### src/rtl/lea_pkg.sv
package lea_pkg;

    localparam int XLEN   = 64;
    localparam int IDX_W  = 5;
    localparam int DISP_W = 16;

    typedef enum logic [1:0] {
        FORM_D  = 2'd0,
        FORM_DS = 2'd1,
        FORM_DQ = 2'd2,
        FORM_X  = 2'd3
    } form_e;

    typedef struct packed {
        logic [XLEN-1:0] ea;
        logic            wb_en;
        logic [XLEN-1:0] wb_val;
        logic            invalid;
    } lea_out_t;

endpackage

### src/rtl/lea_disp_scale.sv
module lea_disp_scale #(
    parameter int XLEN   = 64,
    parameter int DISP_W = 16
) (
    input  logic [1:0]        form_i,
    input  logic [DISP_W-1:0] disp_i,
    output logic [XLEN-1:0]   offs_o
);
    import lea_pkg::*;

    localparam int DS_LOW = 2;
    localparam int DQ_LOW = 4;

    logic [DISP_W-1:0] field;

    always_comb begin
        unique case (form_e'(form_i))
            FORM_DS: field = {disp_i[DISP_W-1:DS_LOW], {DS_LOW{1'b0}}};
            FORM_DQ: field = {disp_i[DISP_W-1:DQ_LOW], {DQ_LOW{1'b0}}};
            default: field = disp_i;
        endcase
        offs_o = {{(XLEN-DISP_W){field[DISP_W-1]}}, field};
    end

endmodule

### src/rtl/lea_base_sel.sv
module lea_base_sel #(
    parameter int XLEN  = 64,
    parameter int IDX_W = 5
) (
    input  logic             update_i,
    input  logic [IDX_W-1:0] ra_idx_i,
    input  logic [XLEN-1:0]  ra_val_i,
    output logic [XLEN-1:0]  base_o
);
    logic zero_base;

    always_comb begin
        zero_base = !update_i && (ra_idx_i == '0);
        base_o    = zero_base ? '0 : ra_val_i;
    end

endmodule

### src/rtl/lea_form_check.sv
module lea_form_check #(
    parameter int IDX_W = 5
) (
    input  logic [1:0]       form_i,
    input  logic             update_i,
    input  logic [IDX_W-1:0] ra_idx_i,
    input  logic [IDX_W-1:0] rt_idx_i,
    output logic             invalid_o
);
    import lea_pkg::*;

    logic same_idx;
    logic upd_bad;
    logic quad_bad;

    always_comb begin
        same_idx  = (ra_idx_i == rt_idx_i);
        upd_bad   = update_i && ((ra_idx_i == '0) || same_idx);
        quad_bad  = (form_e'(form_i) == FORM_DQ) && (rt_idx_i[0] || same_idx);
        invalid_o = upd_bad || quad_bad;
    end

endmodule

### src/rtl/lea_unit.sv
module lea_unit #(
    parameter int XLEN    = lea_pkg::XLEN,
    parameter int IDX_W   = lea_pkg::IDX_W,
    parameter int DISP_W  = lea_pkg::DISP_W,
    parameter bit OUT_REG = 1'b1
) (
    input  logic              clk,
    input  logic              rst_n,
    input  logic [1:0]        form_i,
    input  logic              update_i,
    input  logic [IDX_W-1:0]  ra_idx_i,
    input  logic [IDX_W-1:0]  rt_idx_i,
    input  logic [XLEN-1:0]   ra_val_i,
    input  logic [XLEN-1:0]   rb_val_i,
    input  logic [DISP_W-1:0] disp_i,
    output logic [XLEN-1:0]   ea_o,
    output logic              wb_en_o,
    output logic [XLEN-1:0]   wb_val_o,
    output logic              invalid_o
);
    import lea_pkg::*;

    typedef struct packed {
        logic [XLEN-1:0] ea;
        logic            wb_en;
        logic [XLEN-1:0] wb_val;
        logic            invalid;
    } res_t;

    logic [XLEN-1:0] base;
    logic [XLEN-1:0] offs;
    logic            bad;
    res_t            res_d;

    lea_base_sel #(.XLEN(XLEN), .IDX_W(IDX_W)) u_base (
        .update_i (update_i),
        .ra_idx_i (ra_idx_i),
        .ra_val_i (ra_val_i),
        .base_o   (base)
    );

    lea_disp_scale #(.XLEN(XLEN), .DISP_W(DISP_W)) u_disp (
        .form_i (form_i),
        .disp_i (disp_i),
        .offs_o (offs)
    );

    lea_form_check #(.IDX_W(IDX_W)) u_chk_form (
        .form_i    (form_i),
        .update_i  (update_i),
        .ra_idx_i  (ra_idx_i),
        .rt_idx_i  (rt_idx_i),
        .invalid_o (bad)
    );

    always_comb begin
        logic [XLEN-1:0] addend;
        addend        = (form_e'(form_i) == FORM_X) ? rb_val_i : offs;
        res_d.ea      = base + addend;
        res_d.invalid = bad;
        res_d.wb_en   = update_i && !bad;
        res_d.wb_val  = res_d.ea;
    end

    generate
        if (OUT_REG) begin : g_reg
            res_t res_q;
            always_ff @(posedge clk or negedge rst_n) begin
                if (!rst_n) begin
                    res_q <= '0;
                end else begin
                    res_q <= res_d;
                end
            end
            assign ea_o      = res_q.ea;
            assign wb_en_o   = res_q.wb_en;
            assign wb_val_o  = res_q.wb_val;
            assign invalid_o = res_q.invalid;
        end else begin : g_comb
            assign ea_o      = res_d.ea;
            assign wb_en_o   = res_d.wb_en;
            assign wb_val_o  = res_d.wb_val;
            assign invalid_o = res_d.invalid;
        end
    endgenerate

endmodule

### config.mk
export PLATFORM = sky130hd
export DESIGN_NAME = lea_unit
export DESIGN_NICKNAME = d
export VERILOG_FILES = /design/src/rtl/lea_pkg.sv /design/src/rtl/lea_disp_scale.sv /design/src/rtl/lea_base_sel.sv /design/src/rtl/lea_form_check.sv /design/src/rtl/lea_unit.sv
export SDC_FILE = /design/constraint.sdc
export NUM_CORES = 1
export LEC_CHECK = 0
export BUFFER_PORTS_ARGS = -buffer_cell sky130_fd_sc_hd__buf_2
export CORE_MARGIN = 2
export CORE_UTILIZATION = 51
export CTS_BUF_LIST = sky130_fd_sc_hd__clkbuf_8
export DETAILED_ROUTE_END_ITERATION = 6
export PLACE_DENSITY = 0.91
export SYNTH_ARGS = -nofsm -noshare
export SYNTH_HDL_FRONTEND = slang
export SYNTH_SLANG_ARGS = --single-unit
### constraint.sdc
create_clock -name clk -period 0.8 [get_ports clk]
set_input_delay 0.04 -clock clk [delete_from_list [all_inputs] [get_ports clk]]
set_output_delay 0.04 -clock clk [all_outputs]
set_load 0.01 [all_outputs]
==> flow_metrics.env, run 1 <==
export IMPL_synth_mux_area_fraction=0.0177
export IMPL_ioPinCount=289
export IMPL_grt_overflow_total=1562
export IMPL_numCtsBuffers=9
export IMPL_syn_area_mm2=0.00700
export IMPL_grt_start_max_net_pins=34
export IMPL_grtUsageTotal=1.04
export IMPL_clock_sinks=66
export IMPL_status="did not finish"
export IMPL_postGrtWorstEndpoint="ea_o[32]$_DFF_PN0_/D"
export IMPL_syn_inst=904
export IMPL_dp_hpwl_um=21700
export IMPL_ys_ff_latch=66
export IMPL_rows=42
export IMPL_die_w_um=121
export IMPL_cts_htree_levels=3
export IMPL_dpl_worst_slack_ps=-2860
export IMPL_worst_ep_kind="register data pin"
export IMPL_die_height_um=121
export IMPL_seq_area_frac_synth=0.236
export IMPL_synthSimpleGateAreaFrac=0.238
export IMPL_placed_cell_area_mm2=0.00996
export IMPL_portBuffers=288
export IMPL_cts_root_buf="clkbuf_8"
export IMPL_synth_fa_ha_area_frac=0.121
export IMPL_synth_async_sr_flop_share=1.00
export IMPL_synth_xor_area_share=0.0839
export IMPL_start_util=0.526
export IMPL_syn_avg_cell_area_um2=7.74
export IMPL_synth_compound_area_share=0.207
export IMPL_ys_warn_count=0
export IMPL_synth_edf_count=0
export IMPL_syn_nets=1130
export IMPL_gp_congestion=1.02
export IMPL_synth_flop_cell="dfrtp_1"
export IMPL_firstError="[ERROR GRT-0232] Routing congestion too high. Check the congestion heatmap in the GUI."
export IMPL_ys_types=62
export IMPL_cts_max_path_buffers=2
export IMPL_failed_stage="global routing (5_1_grt)"
export IMPL_synth_top_family_by_area="simple AND/OR/NAND/NOR gates"
==> metal layers <==
metal	overflow	GRT usage
met1	20	0.886
met2	1185	1.40
met3	8	0.743
met4	345	1.22
met5	4	0.412
==> what timing repair did <==
item                                    in CTS
hold buffers                                 2
gates resized for setup                    171
gates cloned                                 3
pin swaps                                   81
endpoints found under the setup margin     194
hold endpoints to repair                    68
buffers inserted                            61
==> cell usage after synthesis (all sizes together) (13+ instances only) <==
cell | number | share of area
nor2 | 51 | 0.027
buf | 70 | 0.073
clkbuf | 33 | 0.018
ha | 66 | 0.12
xor2 | 27 | 0.034
a21oi | 78 | 0.056
nand3 | 14 | 0.010
dfrtp | 66 | 0.24
nor2b | 69 | 0.062
o21bai | 13 | 0.014
a21o | 25 | 0.027
xnor2 | 40 | 0.050
nand2 | 163 | 0.087
nand4 | 18 | 0.016
o21ai | 57 | 0.043
==> cells by family after synthesis <==
| group | count (synthesis) |
|---|---|
| xor gates and xnor gates | 67 |
| muxes | 11 |
| DFF | 66 |
| adders and majority gates | 67 |
| AOI/OAI and AO/OA | 225 |
| and+or+nand+nor | 353 |
| buffers and inverters | 115 |
==> stage by stage <==
stage,hold slack [ps],std cells,util
floorplan,-256,904,-
CTS,57.1,1589,0.865
detailed placement,70.7,1509,0.749
global placement,68.6,1509,0.749
==> run 2: changes to the inputs <==
--- a/config.mk
+++ b/config.mk
@@ -7,10 +7,9 @@
 export LEC_CHECK = 0
 export BUFFER_PORTS_ARGS = -buffer_cell sky130_fd_sc_hd__buf_2
 export CORE_MARGIN = 2
-export CORE_UTILIZATION = 51
-export CTS_BUF_LIST = sky130_fd_sc_hd__clkbuf_8
+export CORE_UTILIZATION = 40
 export DETAILED_ROUTE_END_ITERATION = 6
-export PLACE_DENSITY = 0.91
+export PLACE_DENSITY_LB_ADDON = 0.15
 export SYNTH_ARGS = -nofsm -noshare
 export SYNTH_HDL_FRONTEND = slang
 export SYNTH_SLANG_ARGS = --single-unit
==> run 2 against run 1 <==
The flow now finishes, with violations (negative setup slack); synthesized cell count unchanged; area after synthesis unchanged.
==> flow_metrics.env, run 2 <==
export IMPL_synth_flop_cell="dfrtp_1"
export IMPL_finalSetupViolations=195
export IMPL_placed_cell_area_mm2=0.0101
export IMPL_syn_avg_cell_area_um2=7.74
export IMPL_cts_clk_slew_worst_paths_ps=60
export IMPL_cts_max_path_buffers=2
export IMPL_drtPass1Iterations=5
export IMPL_layout_filler_cells=1447
export IMPL_antenna_found_initial=1
export IMPL_crit_chain="buf_6 -> or4_4 -> nor3_4 -> buf_12 -> buf_8 -> nor2b_1 -> ha_1 -> buf_4 -> and3_4 -> and3_4 -> o31a_4 -> o21ai_4 -> a2111o_1 -> a31oi_4 -> o21ai_2 -> a2bb2oi_2 -> xnor2_1"
export IMPL_critPathMostFrequentCell="and3_4"
export IMPL_path_delay_family="compound AO/OA/AOI/OAI gates"
export IMPL_ir_drop_v=0.00117
export IMPL_wl_per_cell_um=15.7
export IMPL_fmax_ghz=0.311
export IMPL_initialDrtViolationCount=308
export IMPL_worst_pin_slew_ps=552
export IMPL_syn_area_mm2=0.00700
export IMPL_layout_common_cells="275 x buf_2, 267 x buf_4, 153 x nand2_1"
export IMPL_finish_instance_area_mm2=0.0120
export IMPL_wirelength_um=25700
export IMPL_syn_inst=904
export IMPL_yosysTopAreaCell="dfrtp_1"
export IMPL_rows=48
export IMPL_ioPinCount=289
export IMPL_grtUsageTotal=0.270
export IMPL_slew_headroom=0.628
export IMPL_drv_cap=0
export IMPL_synth_edf_count=0
export IMPL_antenna_left=0
export IMPL_violations="negative setup slack"
export IMPL_grt_pass1_vias=8018
export IMPL_ys_types=62
export IMPL_rsz0062_at_grt="true"
export IMPL_synth_async_sr_flop_share=1.00
export IMPL_min_period_ps=3220
export IMPL_final_nets=1636
export IMPL_yosys_top_cells_area="dfrtp_1 24%, ha_1 12%, nand2_1 8.7%, buf_4 7.0%, nor2b_1 6.2%"
export IMPL_portBuffers=288
export IMPL_gp_congestion=0.947
export IMPL_vias=8183
export IMPL_mostFrequentLayoutCell="buf_2"
export IMPL_clock_sinks=66
export IMPL_start_util=0.407
export IMPL_hp_class="input pin to flop"
export IMPL_grt_overflow_total=0
export IMPL_ys_warn_count=0
export IMPL_crit_path_start_kind="input pin"
export IMPL_status="finished, violations left"
export IMPL_syn_nets=1130
export IMPL_area_growth_pct=70.9
export IMPL_crit_type="input pin to flop"
export IMPL_numCtsBuffers=9
export IMPL_coreArea_mm2=0.0172
export IMPL_die_w_um=136
export IMPL_dieArea_mm2=0.0186
export IMPL_cts_root_buf="clkbuf_16"
export IMPL_cts_tree="done"
export IMPL_seq_area_frac_synth=0.236
export IMPL_regArea_mm2=0.00165
export IMPL_crit_required_ps=1050
export IMPL_power_density_mw_per_mm2=1760
export IMPL_fin_ws_ps=-2420
export IMPL_ys_top_cells_by_count="163 x nand2_1, 78 x a21oi_1, 69 x nor2b_1, 66 x dfrtp_1, 66 x ha_1"
export IMPL_cts_htree_levels=3
export IMPL_crit_fanout=5
export IMPL_vias_per_cell=4.99
export IMPL_finalCritPeriodShare=4.02
export IMPL_dp_hpwl_um=19500
export IMPL_drive_above_1_share=0.552
export IMPL_grt_start_max_net_pins=67
export IMPL_synthMostInstantiatedCell="nand2_1"
export IMPL_synth_top_area_share=0.236
export IMPL_crit_slowest_cell="or4_4"
export IMPL_finalMaxSlewViolations=0
export IMPL_die_height_um=136
export IMPL_cp_num_buf_inv=4
export IMPL_arrival_ps=3470
export IMPL_finalHoldViolCount=0
export IMPL_largest_reg_flops=64
export IMPL_cp_end_kind="flop"
export IMPL_leakagePower_nw=6.03
export IMPL_drc=0
export IMPL_max_stage_delay_ps=550
export IMPL_ys_ff_latch=66
export IMPL_final_util=0.696
export IMPL_grt_pass1_wl_um=39400
export IMPL_multi_input_area_mm2=0.00558
==> run 2: cell counts after synthesis <==
Identical to the previous run, type by type.
==> run 2: worst min-delay path, stage by stage <==
cell,delay [ps]
buf_2,70
nor2b_1,140
ha_2,160
==> run 2: layer usage <==
metal,part of all wire,track usage,wire [um]
met1,0.43,0.340,11100
met2,0.51,0.490,13200
met3,0.036,0.0250,921
met4,0.019,0.0775,488
met5,0,0,0
==> run 2: through the flow <==
stage / setup WS [ps] / power [mW] / cells / hold slack (ps) / TNS [ps]
detailed placement: -2990 / 15.0 / 1566 / 77.8 / -156190
global placement: -2940 / 15.0 / 1566 / 77.1 / -155130
floorplan: -2500 / 10.9 / 904 / -256 / -134730
global route: -2500 / 22.3 / 1641 / 101 / -152220
finish: -2420 / 21.0 / 1641 / 94.8 / -142520
CTS: -2360 / 20.2 / 1620 / 77.0 / -140190
==> run 2: cells by family after synthesis <==
family | after synthesis | synth area share
xor+xnor | 67 | 0.0839
flops | 66 | 0.236
fa+ha+maj | 67 | 0.121
compound gates | 225 | 0.207
mux | 11 | 0.0177
buf+inv | 115 | 0.0971
simple gates | 353 | 0.238
==> run 2: what timing repair did <==
| item | 4_1_cts | 5_1_grt |
|---|---|---|
| resized for setup | 156 | 77 |
| setup endpoints to repair | 195 | 195 |
| pin swaps | 86 | 49 |
| hold endpoints to repair | 67 | 0 |
| gates cloned | 0 | 1 |
| hold buffers | 2 | 0 |
| setup buffers | 41 | 21 |
==> run 2: path summary, 6_finish.rpt <==
path                              from       end  slack (ps)  depth (start not counted)
hold / removal             ra_val_i[0]   ea_o[0]          90                          3
setup / recovery           ra_idx_i[4]  ea_o[43]       -2420                         17
min in group asynchronous        rst_n  ea_o[36]         240                          3
max in group asynchronous        rst_n  ea_o[61]         260                          3
==> run 2: area by class of cell <==
type	instances	area share
inverters	12	0.00377
repair buffers	598	0.344
multi-input cells	723	0.466
clock inverters	6	0.00481
well taps	225	0.0235
clock buffers	10	0.0191
flip-flops and latches	66	0.138
diodes	1	0.000209
==> run 2: where the power goes <==
group / internal, mW / switching [mW]
clock network: 2.39 / 1.61
logic: 6.21 / 5.99
registers: 4.28 / 0.504
total: 12.9 / 8.10
Power figures use the tool's default switching activity.
